**config.mk**
```make
export PLATFORM = sky130hd
export DESIGN_NAME = pause_req_ctrl
export DESIGN_NICKNAME = d
export VERILOG_FILES = /design/src/rtl/pause_pkg.sv /design/src/rtl/pause_cfg_regs.sv /design/src/rtl/pause_req_src.sv /design/src/rtl/pause_holdoff.sv /design/src/rtl/pause_req_ctrl.sv
export SDC_FILE = /design/constraint.sdc
export NUM_CORES = 1
export LEC_CHECK = 0
export ABC_AREA = 0
export BUFFER_PORTS_ARGS = -buffer_cell sky130_fd_sc_hd__buf_4
export CAP_MARGIN = 10
export CORE_ASPECT_RATIO = 0.75
export CORE_MARGIN = 5
export CORE_UTILIZATION = 50
export DETAILED_ROUTE_END_ITERATION = 12
export HOLD_SLACK_MARGIN = 0.03
export PLACE_DENSITY = 0.77
export SLEW_MARGIN = 20
export SYNTH_ARGS = -nofsm -noshare
export SYNTH_HDL_FRONTEND = slang
export SYNTH_SLANG_ARGS = --single-unit
```
**constraint.sdc**
```tcl
create_clock -name clk -period 5 [get_ports clk]
set_input_delay 0.5 -clock clk [delete_from_list [all_inputs] [get_ports clk]]
set_output_delay 0.5 -clock clk [all_outputs]
set_load 0.02 [all_outputs]
```
**src/rtl/pause_pkg.sv**
```systemverilog
// Shared encodings for the pause request controller.
// Assumes a fixed 4-entry register map and 512 bit times per quanta.
package pause_pkg;
    typedef enum logic [1:0] {
        CMD_NONE = 2'b00,
        CMD_XON  = 2'b01,
        CMD_XOFF = 2'b10,
        CMD_RSVD = 2'b11
    } pause_cmd_e;

    typedef enum logic [1:0] {
        SRC_VECTOR = 2'b00,
        SRC_REG    = 2'b01,
        SRC_NONE_A = 2'b10,
        SRC_NONE_B = 2'b11
    } pause_src_e;

    localparam logic [1:0] OFS_CMD    = 2'd0;
    localparam logic [1:0] OFS_QUANTA = 2'd1;
    localparam logic [1:0] OFS_HOLD   = 2'd2;
    localparam logic [1:0] OFS_CTRL   = 2'd3;

    localparam int BITS_PER_QUANTA = 512;
endpackage

```
**src/rtl/pause_cfg_regs.sv**
```systemverilog
// Register file for the pause controller.
// Holds the quanta, holdoff and control fields. It turns a write to the
// command offset into a one-cycle strobe (the field clears itself).
// Assumes one write per cycle; reads are combinational.
module pause_cfg_regs
    import pause_pkg::*;
#(
    parameter int DATA_W = 32,
    parameter int QW     = 16
) (
    input  logic              clk,
    input  logic              rst_n,
    input  logic              wr_en,
    input  logic [1:0]        addr,
    input  logic [DATA_W-1:0] wdata,
    output logic [DATA_W-1:0] rdata,
    output logic [QW-1:0]     xoff_quanta,
    output logic [QW-1:0]     holdoff,
    output logic              enable,
    output pause_src_e        src_sel,
    output logic              cmd_strobe,
    output pause_cmd_e        cmd_code
);
    localparam int PAD_Q = DATA_W - QW;
    localparam int PAD_C = DATA_W - 3;

    // Store the writable fields; the command is not stored.
    always_ff @(posedge clk) begin
        if (!rst_n) begin
            xoff_quanta <= '0;
            holdoff     <= QW'(1);
            enable      <= 1'b1;
            src_sel     <= SRC_VECTOR;
        end else if (wr_en) begin
            case (addr)
                OFS_QUANTA: xoff_quanta <= wdata[QW-1:0];
                OFS_HOLD:   holdoff     <= wdata[QW-1:0];
                OFS_CTRL: begin
                    enable  <= wdata[0];
                    src_sel <= pause_src_e'(wdata[2:1]);
                end
                default: ;
            endcase
        end
    end

    // Command strobe is live only in the write cycle.
    always_comb begin
        cmd_strobe = wr_en && (addr == OFS_CMD);
        cmd_code   = pause_cmd_e'(wdata[1:0]);
    end

    // Read mux; unused bits are zero.
    always_comb begin
        case (addr)
            OFS_QUANTA: rdata = {{PAD_Q{1'b0}}, xoff_quanta};
            OFS_HOLD:   rdata = {{PAD_Q{1'b0}}, holdoff};
            OFS_CTRL:   rdata = {{PAD_C{1'b0}}, src_sel, enable};
            default:    rdata = '0;
        endcase
    end
endmodule

```
**src/rtl/pause_req_src.sv**
```systemverilog
// Request source selection and qualification.
// Detects changes on the pause vector, picks the source chosen by the
// select field, applies the enable gates, and folds a zero-quanta XOFF
// into an XON. Outputs are single-cycle events.
module pause_req_src
    import pause_pkg::*;
#(
    parameter int QW = 16
) (
    input  logic          clk,
    input  logic          rst_n,
    input  logic          enable,
    input  logic          tx_path_en,
    input  pause_src_e    src_sel,
    input  logic          cmd_strobe,
    input  pause_cmd_e    cmd_code,
    input  logic [1:0]    vec_in,
    input  logic [QW-1:0] xoff_quanta,
    output logic          evt_xon,
    output logic          evt_xoff
);
    logic [1:0] vec_prev;
    pause_cmd_e sel_code;
    logic       gate;

    // Remember the last vector value so that only changes count.
    always_ff @(posedge clk) begin
        if (!rst_n) vec_prev <= 2'b00;
        else        vec_prev <= vec_in;
    end

    // Choose the active source's code for this cycle.
    always_comb begin
        sel_code = CMD_NONE;
        case (src_sel)
            SRC_VECTOR: if (vec_in != vec_prev) sel_code = pause_cmd_e'(vec_in);
            SRC_REG:    if (cmd_strobe)         sel_code = cmd_code;
            default:    sel_code = CMD_NONE;
        endcase
    end

    // Gate the event and fold a zero-quanta XOFF into an XON.
    always_comb begin
        gate     = enable && tx_path_en;
        evt_xon  = gate && ((sel_code == CMD_XON) ||
                            ((sel_code == CMD_XOFF) && (xoff_quanta == '0)));
        evt_xoff = gate && (sel_code == CMD_XOFF) && (xoff_quanta != '0);
    end
endmodule

```
**src/rtl/pause_holdoff.sv**
```systemverilog
// XOFF holdoff timer.
// Loaded with holdoff * (512 / BITS_PER_TICK) ticks when an XOFF is
// acknowledged, and counted down once per tick. Assumes BITS_PER_TICK
// divides 512.
module pause_holdoff
    import pause_pkg::*;
#(
    parameter int QW            = 16,
    parameter int BITS_PER_TICK = 64
) (
    input  logic          clk,
    input  logic          rst_n,
    input  logic          tick,
    input  logic          load,
    input  logic [QW-1:0] holdoff,
    output logic          idle
);
    localparam int TPQ    = BITS_PER_QUANTA / BITS_PER_TICK;
    localparam int HOLD_W = QW + $clog2(TPQ) + 1;

    logic [HOLD_W-1:0] remain;

    // Load on an XOFF acknowledge, otherwise count down on ticks.
    always_ff @(posedge clk) begin
        if (!rst_n)                      remain <= '0;
        else if (load)                   remain <= HOLD_W'(holdoff) * HOLD_W'(TPQ);
        else if (tick && remain != '0)   remain <= remain - 1'b1;
    end

    // The timer is idle once the count has run out.
    always_comb idle = (remain == '0);
endmodule

```
**src/rtl/pause_req_ctrl.sv**
```systemverilog
// Top of the pause frame request controller.
// Keeps the XON/XOFF pending flags, issues one request at a time over a
// req/ack handshake (XON first, XOFF only while the holdoff is idle), and
// starts the holdoff when an XOFF is acknowledged.
module pause_req_ctrl
    import pause_pkg::*;
#(
    parameter int DATA_W        = 32,
    parameter int QW            = 16,
    parameter int BITS_PER_TICK = 64
) (
    input  logic              clk,
    input  logic              rst_n,
    input  logic              cfg_wr_en,
    input  logic [1:0]        cfg_addr,
    input  logic [DATA_W-1:0] cfg_wdata,
    output logic [DATA_W-1:0] cfg_rdata,
    input  logic              tx_path_en,
    input  logic [1:0]        pause_vec,
    input  logic              bit_tick,
    output logic              pause_req,
    output logic              pause_is_xoff,
    output logic [QW-1:0]     pause_quanta,
    input  logic              pause_ack
);
    logic [QW-1:0] xoff_quanta;
    logic [QW-1:0] holdoff;
    logic          enable;
    pause_src_e    src_sel;
    logic          cmd_strobe;
    pause_cmd_e    cmd_code;
    logic          evt_xon;
    logic          evt_xoff;
    logic          hold_idle;
    logic          hold_load;
    logic          xon_pend;
    logic          xoff_pend;
    logic [QW-1:0] xoff_q;

    pause_cfg_regs #(.DATA_W(DATA_W), .QW(QW)) u_regs (
        .clk(clk), .rst_n(rst_n), .wr_en(cfg_wr_en), .addr(cfg_addr),
        .wdata(cfg_wdata), .rdata(cfg_rdata), .xoff_quanta(xoff_quanta),
        .holdoff(holdoff), .enable(enable), .src_sel(src_sel),
        .cmd_strobe(cmd_strobe), .cmd_code(cmd_code)
    );

    pause_req_src #(.QW(QW)) u_src (
        .clk(clk), .rst_n(rst_n), .enable(enable), .tx_path_en(tx_path_en),
        .src_sel(src_sel), .cmd_strobe(cmd_strobe), .cmd_code(cmd_code),
        .vec_in(pause_vec), .xoff_quanta(xoff_quanta),
        .evt_xon(evt_xon), .evt_xoff(evt_xoff)
    );

    pause_holdoff #(.QW(QW), .BITS_PER_TICK(BITS_PER_TICK)) u_hold (
        .clk(clk), .rst_n(rst_n), .tick(bit_tick), .load(hold_load),
        .holdoff(holdoff), .idle(hold_idle)
    );

    // Holdoff starts on the acknowledge of an XOFF only.
    always_comb hold_load = pause_req && pause_ack && pause_is_xoff;

    // Issue and retire requests, then record new events (new events win).
    always_ff @(posedge clk) begin
        if (!rst_n) begin
            pause_req     <= 1'b0;
            pause_is_xoff <= 1'b0;
            pause_quanta  <= '0;
            xon_pend      <= 1'b0;
            xoff_pend     <= 1'b0;
            xoff_q        <= '0;
        end else begin
            if (pause_req) begin
                if (pause_ack) pause_req <= 1'b0;
            end else if (xon_pend) begin
                pause_req     <= 1'b1;
                pause_is_xoff <= 1'b0;
                pause_quanta  <= '0;
                xon_pend      <= 1'b0;
            end else if (xoff_pend && hold_idle) begin
                pause_req     <= 1'b1;
                pause_is_xoff <= 1'b1;
                pause_quanta  <= xoff_q;
                xoff_pend     <= 1'b0;
            end
            if (evt_xon) xon_pend <= 1'b1;
            if (evt_xoff) begin
                xoff_pend <= 1'b1;
                xoff_q    <= xoff_quanta;
            end
        end
    end
endmodule

```
# Yosys cells after proc, flatten, opt, wreduce, memory -nomap -nowiden
# Index checks and enable logic that the tools add are counted.
[totals]
memories = 0
romBits = 0
out_inout_bits = 50
ram_bits = 0
reg_bits = 93
latchBits = 0
[op_classes]
addsub = 1
n_div = 0
n_reduce_logical = 26
bitwise_logic = 2
magnitude_cmp = 0
multipliers = 0
shifts = 0
n_mux = 20
n_eq_ne = 10
[op_table]
columns = ["op", "n"]
rows = [
  ["one-hot mux 16 bit (3 select lines)", 1],
  ["2-to-1 mux 19 bit", 2],
  ["2-to-1 mux 16 bit", 2],
  ["zero test 20 bit", 1],
  ["nonzero test 20 bit", 1],
  ["subtractor 20 x 1 -> 20 bit (second input constant)", 1],
  ["zero test 16 bit", 1],
  ["nonzero test 16 bit", 1],
  ["2-to-1 mux 1 bit", 12],
  ["logical AND 1 bit", 10],
  ["AND reduction 2 bit", 4],
  ["equality test 2 x 1 -> 1 bit (second input constant)", 3],
  ["equality test 2 bit (second input constant)", 3],
  ["nonzero test 2 bit", 3],
  ["zero test 2 bit", 2],
  ["2-to-1 mux 2 bit", 2],
  ["!= test 2 x 1 -> 1 bit (second input constant)", 2],
  ["one-hot mux 2 bit (2 select lines)", 1],
  ["AND reduction 3 bit", 1],
  ["!= test 2 bit", 1],
  ["!= test 2 bit (second input constant)", 1],
  ["inverter 1 bit", 2],
  ["OR reduction 2 bit", 1],
  ["logical OR 1 bit", 1],
]

# Depth between registers and ports, before layout
# Gate-level depths: netlist of run 1.
[logic_depth]
ltp_word = 9
mapped_depth = 9

# Modules after synthesis
# From an unflattened synthesis of run 1, not the netlist that was laid out.
[hier_totals]
hier_cells = 487
hier_area_um2 = 4594.4
[by_module_without_submodules]
columns = ["mod", "seq_area_each_um2", "cells_per_inst", "area_each_um2", "n_inst"]
rows = [
  ["pause_cfg_regs", 700.7, 182, 1760.4, 1],
  ["pause_holdoff", 400.4, 176, 1380.1, 1],
  ["pause_req_ctrl", 720.7, 106, 1241.2, 1],
  ["pause_req_src", 40.0, 23, 212.7, 1],
]

# Worst setup path after synthesis of run 1
# OpenSTA, ideal clock, no wires.
[synth_path]
kind = "reg2reg"
start = "reg u_hold.remain[15]"
end = "reg pause_quanta[0]"
synth_period_minus_slack_ns = 2.288
stages_incl_launch_ff = 7
setup_slack_ns = 2.712
arrival_time_ns = 2.226
path_cell_list = "dfxtp_1 or4_4 nor4_4 nand3_4 buf_6 or4b_1 nand3_1"
[synth_via]
elab_chain_len = 4
[synth_rtl]
columns = ["item", "line", "text"]
rows = [
  ["start: declaration", "pause_holdoff.sv:21", "logic [HOLD_W-1:0] remain;"],
  ["start signal: assignment", "pause_holdoff.sv:26", "else if (load) remain <= HOLD_W'(holdoff) * HOLD_W'(TPQ);"],
  ["start signal: assignment", "pause_holdoff.sv:27", "else if (tick && remain != '0) remain <= remain - 1'b1;"],
  ["zero test 20 bit", "pause_holdoff.sv:31", "always_comb idle = (remain == '0);"],
  ["logical AND 1 bit", "pause_req_ctrl.sv:79", "end else if (xoff_pend && hold_idle) begin"],
  ["nonzero test 2 bit (no line)", "--", ""],
  ["AND reduction 2 bit (no line)", "--", ""],
  ["end signal: assignment", "pause_req_ctrl.sv:82", "pause_quanta <= xoff_q;"],
  ["end: declaration", "pause_req_ctrl.sv:23", "output logic [QW-1:0] pause_quanta,"],
]
# No other way between the ends.
# A chain may end at the register's enable or synchronous reset.

# Worst setup path in the final report of run 1
[layout_path]
start = "reg u_hold.remain[3]"
end = "reg pause_quanta[13]"
# The elaborated chain is that of the path after synthesis.

==> results of run 1 <==
[final timing paths]
path | slack, ps | to | depth (start not counted)
worst max-delay path | 2040 | pause_quanta[13] | 5
worst min-delay path | 350 | pause_req | 2
worst max register to register | 2040 | pause_quanta[13] | 5
worst min register to register | 470 | pause_quanta[15] | 2
[final cells by class]
class / count / area [um2]
Timing Repair Buffer: 61 / 458
Sequential cell: 93 / 1860
Fill cell: 742 / 3430
Clock buffer: 10 / 239
Inverter: 4 / 15.0
Multi-Input combinational cell: 403 / 2370
Tap cell: 108 / 135
Clock inverter: 6 / 86.3
[registers in the layout, summed over array words and instances (netlist names)]
register	cells
pause_is_xoff	1
u_hold.remain	20
xon_pend	1
u_regs.enable	1
u_src.vec_prev	2
u_regs.holdoff	16
u_regs.src_sel	2
u_regs.xoff_quanta	16
xoff_q	16
xoff_pend	1
pause_quanta	16
pause_req	1
[routing by layer]
layer | vias up | wire length (um) | global-route usage
li1 | 1986 | - | -
met1 | 1976 | 5380 | 0.300
met2 | 160 | 5150 | 0.311
met3 | 7 | 983 | 0.0726
met4 | 0 | 74 | 0.0357
met5 | - | 0 | 0
[logic make-up after synthesis]
group / synth area share
compound gates: 0.168
mux: 0.0143
flops: 0.417
other cells: 0.000840
fa+ha+maj: 0.00561
buf+inv: 0.0681
simple gates: 0.292
xor+xnor: 0.0334
[per-stage QoR]
| stage | cell area (um2) | worst slack, ps |
|---|---|---|
| after global placement | 4830 | 2150 |
| after CTS | 5150 | 2080 |
| final | 5170 | 2040 |
| after global routing | 5170 | 1800 |
| after floorplan | 4520 | 2710 |
| after detailed placement | 4830 | 2080 |
[power by group through the flow]
stage          sequential, mW  clock [mW]  combinational [mW]
6_report                0.941       0.735               0.859
5_1_grt                 0.955       0.782               0.935
4_1_cts                 0.937       0.746               0.845
3_5_place_dp            0.950           0               0.827
3_3_place_gp            0.943           0               0.807
2_1_floorplan           0.919           0               0.694
[cells in the final DEF, fill, tap and decap left out, drive strengths merged, types with 2 or more instances in the layout]
cell type   n
conb       16
nor4b       2
nand4b     15
a31oi       4
or3         4
o21ai      35
and3        2
buf        61
xnor2      12
nand4       2
nand2b      4
nor2       14
nand2      89
nand3      53
a211oi      4
clkbuf     10
or3b        3
o211ai      2
dfxtp      93
a21oi      52
nor3        7
a22o       17
inv         3
or4         6
nor4       10
xor2        5
bufinv      2
and2        4
mux2        3
ha          2
clkinv      4
mux2i       3
nor2b       6
or4b       15
[critical path, cell delays in order (launching register included)]
cell	delay [ps]
dfxtp_1	340
or4_1	620
nor3_2	710
nand3_4	460
or4b_1	660
nand3_1	100
==> impl_metrics.csv, run 1 <==
group,metric,value,unit
outcome,status,"finished, final reports clean",
placed_design,place_hpwl,7.83,mm
clocking,clock_path_buffers,2,
power,power_dens_cells,490,mW/mm2
floorplan,fp.dieH,91.8,um
yosys,synthesis.area_per_instance,8.23,um2
critical_path,critPathCaptureType,"flip-flop",
sta,timing.clock.skew,6.15,ps
drt,post_drt_via_cell_ratio,6.03,
yosys,cell_area_synth,0.00446,mm2
power,ir_drop,0.332,mV
floorplan,fp.dieW,119,um
clocking,cts_setup_buffers,0,
global_routing,antenna_violations_before_repair,0,
critical_path,worst_ep_required_time,5280,ps
drt,ant_nets,0,
layout,final_core_occ,0.601,
sta,finalCritPeriodShare,0.592,
power,power_report.internal_total,1.62,mW
critical_path,cp_max_fo,34,
critical_path,arrival,3240,ps
drt,drtPass1Iterations,5,
yosys,synth_instances,542,
power,share_clk_of_total_power,0.290,
critical_path,worst_setup_path_startpoint,"u_hold.remain[3]",
placed_design,place_inst,669,
clocking,worst_skew_pair.late_latency,340,ps
clocking,cts_hold_buffers,0,
floorplan,initial_core_util,0.519,
yosys,netlist.top_cell.by_area,"dfxtp_1",
sta,min_period,2960,ps
global_routing,overflow,0,
power,power.share.sequential,0.371,
drt,count_of_unresolved_drc_violations_after_routing,0,
clocking,cts_num_sinks,93,
power,p_total,2.53,mW
yosys,synth.top_cell.area_share,0.417,
global_routing,grt_start_max_net_pins,90,
floorplan,rows,29,
power,share_comb_of_total_power,0.339,
critical_path,cp-start-kind,"flip-flop",
placed_design,placement.io_buffers,59,
yosys,async_reset_ff_frac,0,
clocking,clk_pin_slew_worst_paths,70,ps
yosys,synth-edff-count,0,
critical_path,path_class,"reg2reg",
clocking,cts-root-buf,"clkbuf_16",
yosys,synth_cell_type_count,53,
sta,worst_pin_slew,1150,ps
drt,total_via_count_in_the_routed_design,4129,
layout,antenna_cells,0,
clocking,cts-resized-gates,0,
yosys,ys_top_cells_by_area,"dfxtp_1 (42%), nand2_1 (7.5%), a21oi_1 (5.8%)",
global_routing,first_global_vias,3618,
sta,timing.slew.headroom,0.235,
clocking,cts_inserted_buffers,9,
floorplan,core_area,0.00860,mm2
sta,finalHoldWorstSlack,347,ps
min_path,hold_path.class,"in2reg",
floorplan,floorplan.die_area,0.0109,mm2
power,switching_share,0.362,
sta,hold_viol_final,0,
sta,totalNegativeSetupSlack,0,ps
global_routing,first_pass_grt_wire_length,18.8,mm
floorplan,io_pins,92,
yosys,yosys_warnings,0,
sta,finalMaxSlewViolations,0,
yosys,yosys_register_bits,93,
placed_design,routabilityCongestion,0.850,
yosys,postSynth.topFlopCell,"dfxtp_1",
clocking,cts_tree,"yes",
critical_path,rr_startpoint,"u_hold.remain[3]",
flow_run,max_cap_violations,0,
clocking,clock_tree.htree_level_count,3,
layout,final-instance-count-excl-fill,685,
drt,wl_per_cell,16.9,um
global_routing,globalRouteTotalUtil,0.210,
layout,post_route_cells_drive_above_1_share,0.158,
layout,total_number_of_nets_in_the_final_design,616,
yosys,post-synth-top-count-cell,"dfxtp_1",
sta,grt_setup_unrepaired,"false",
yosys,synth.top_cells.by_count,"dfxtp_1 (93), nand2_1 (89), a21oi_1 (52), nand3_1 (52), clkbuf_1 (35)",
min_path,hold_start,"pause_ack",
drt,postRouteWirelength,11.6,mm
sta,maxClockFrequency,338,MHz
drt,initialDrtViolationCount,365,
sta,final-setup-viol-count,0,
yosys,yosysSeqAreaShare,0.417,
power,cellLeakagePower,1.97,nW
power,power_switching,917,uW
layout,flow.area_growth_from_synthesis,15.8,%
(Power assumes the default switching activity.)
==> inputs of run 2 (changes only) <==
--- a/config.mk
+++ b/config.mk
@@ -5,7 +5,7 @@
 export SDC_FILE = /design/constraint.sdc
 export NUM_CORES = 1
 export LEC_CHECK = 0
-export ABC_AREA = 0
+export ABC_AREA = 1
 export BUFFER_PORTS_ARGS = -buffer_cell sky130_fd_sc_hd__buf_4
 export CAP_MARGIN = 10
 export CORE_ASPECT_RATIO = 0.75
==> constraint.sdc (replaced) <==
create_clock -name clk -period 2.8 [get_ports clk]
set_input_delay 0.28 -clock clk [delete_from_list [all_inputs] [get_ports clk]]
set_output_delay 0.28 -clock clk [all_outputs]
set_load 0.02 [all_outputs]
==> impl_metrics.csv, run 2 <==
group,metric,value,unit
outcome,status,"finished, final reports clean",
floorplan,rows,30,
sta,maxClockFrequency,564,MHz
sta,totalNegativeSetupSlack,0,ps
yosys,synth_instances,647,
yosys,yosysSeqAreaShare,0.411,
sta,hold_viol_final,0,
floorplan,io_pins,92,
layout,final-instance-count-excl-fill,808,
drt,ant_nets,0,
clocking,clk_pin_slew_worst_paths,60,ps
yosys,synthesis.area_per_instance,7.00,um2
power,ir_drop,0.391,mV
sta,finalCritPeriodShare,0.634,
clocking,cts_tree,"yes",
clocking,cts_setup_buffers,0,
global_routing,first_global_vias,3912,
layout,antenna_cells,0,
drt,count_of_unresolved_drc_violations_after_routing,0,
global_routing,grt_start_max_net_pins,64,
sta,min_period,1770,ps
layout,largest_register_ff_count,20,
drt,total_via_count_in_the_routed_design,4163,
sta,finalMaxSlewViolations,0,
global_routing,antenna_violations_before_repair,0,
sta,timing.clock.skew,5.73,ps
clocking,cts-root-buf,"clkbuf_16",
power,p_total,4.66,mW
critical_path,cp_max_fo,15,
yosys,netlist.top_cell.by_area,"dfxtp_1",
drt,initialDrtViolationCount,303,
yosys,synth_cell_type_count,34,
yosys,synth-edff-count,0,
layout,final_core_occ,0.583,
sta,grt_setup_unrepaired,"false",
layout,mostFrequentLayoutCells,"nand2_1 (118), dfxtp_1 (93), nor2_1 (83)",
clocking,worst_skew_pair.late_latency,340,ps
sta,timing.slew.headroom,0.384,
floorplan,floorplan.die_area,0.0111,mm2
drt,wl_per_cell,13.5,um
clocking,cts_inserted_buffers,9,
yosys,cell_area_synth,0.00453,mm2
sta,final-setup-viol-count,0,
placed_design,place_inst,792,
yosys,async_reset_ff_frac,0,
global_routing,overflow,0,
layout,max_flop_register,"u_hold.remain",
placed_design,place_hpwl,7.98,mm
global_routing,first_pass_grt_wire_length,18.2,mm
layout,flow.area_growth_from_synthesis,15.0,%
critical_path,arrival,1490,ps
power,cellLeakagePower,2.35,nW
drt,postRouteWirelength,10.9,mm
clocking,cts_num_sinks,93,
critical_path,cp-start-kind,"input port",
clocking,cts-resized-gates,0,
critical_path,worst_ep_required_time,2520,ps
layout,total_number_of_nets_in_the_final_design,735,
placed_design,routabilityCongestion,0.948,
floorplan,fp.dieH,92.4,um
layout,layout.cells.most_common,"nand2_1",
floorplan,initial_core_util,0.507,
yosys,synth.top_cell.area_share,0.411,
sta,worst_pin_slew,922,ps
critical_path,critPathCaptureType,"primary output",
min_path,hold_path.class,"in2reg",
clocking,cts_hold_buffers,0,
yosys,synth.top_cells.by_count,"nand2_1 (118), dfxtp_1 (93), nor2_1 (83)",
drt,post_drt_via_cell_ratio,5.15,
layout,post_route_cells_drive_above_1_share,0.151,
yosys,postSynth.topFlopCell,"dfxtp_1",
floorplan,core_area,0.00893,mm2
yosys,yosys_warnings,0,
placed_design,placement.io_buffers,59,
floorplan,fp.dieW,120,um
yosys,ys_top_cells_by_area,"dfxtp_1 (41%), nand2_1 (9.8%), nor2_1 (6.9%)",
clocking,clock_tree.htree_level_count,3,
yosys,post-synth-top-count-cell,"nand2_1",
flow_run,max_cap_violations,0,
clocking,clock_path_buffers,2,
drt,drtPass1Iterations,5,
critical_path,path_class,"in2out",
power,power_dens_cells,896,mW/mm2
yosys,yosys_register_bits,93,
global_routing,globalRouteTotalUtil,0.201,
[run 2: cell types whose count changed after synthesis, sizes merged, moves of 13 or more]
cell / delta
nand4: +21
nand4b: -15
a22o: -17
o21ai: +15
o22ai: +13
nor2: +77
or4b: -15
inv: +79
clkbuf: -18
nand2: +35
[run 2: metrics by stage]
| step | instance area, um2 | worst slack (ps) | hold WS [ps] |
|---|---|---|---|
| final | 5210 | 1030 | 140 |
| after global routing | 5210 | 860 | 151 |
| after CTS | 5210 | 1060 | 136 |
| after detailed placement | 4910 | 992 | 454 |
| after global placement | 4910 | 1050 | 449 |
| after floorplan | 4580 | 1340 | 373 |
[run 2: path summary, 6_finish.rpt]
kind / startpoint / end / slack (ps) / cells after the start
worst max register to register: u_hold.remain[0] / u_hold.remain[12] / 1030 / 8
worst min register to register: pause_quanta[8] / pause_quanta[8] / 460 / 2
worst min-delay path: pause_vec[1] / u_src.vec_prev[1] / 140 / 3
worst max-delay path: cfg_addr[1] / cfg_rdata[7] / 1030 / 5
[run 2: where the power goes]
group	internal [mW]	switching [mW]
Combinational	0.647	1.17
Clock	0.676	0.505
Sequential	1.50	0.170
[run 2: cells by family (layout without fill, tap and decap cells)]
| kind of cell | Yosys count | in the layout | synth area share |
|---|---|---|---|
| xor+xnor | 13 | 13 | 0.0251 |
| simple gates | 282 | 282 | 0.278 |
| compound gates | 128 | 128 | 0.148 |
| buf+inv | 128 | 162 | 0.132 |
| fa+ha+maj | 2 | 2 | 0.00553 |
| other cells | 1 | 16 | 0.000828 |
| flops | 93 | 93 | 0.411 |
[run 2: layout make-up]
cell class | count | area (um2)
Fill cell | 833 | 3730
Clock buffer | 12 | 267
Clock inverter | 4 | 31.3
Multi-Input combinational cell | 441 | 2130
Tap cell | 112 | 140
Inverter | 84 | 315
Timing Repair Buffer | 62 | 465
Sequential cell | 93 | 1860
[run 2: critical path, stage by stage]
cell	delay [ps]
buf_4	130
nor2_1	210
inv_1	310
o22ai_1	360
buf_4	200
[run 2: routing by layer]
layer,global-route usage,share of wire,wire (um)
met1,0.276,0.49,5330
met2,0.314,0.43,4730
met3,0.0470,0.063,683
met4,0.0601,0.013,142
met5,0,0,0
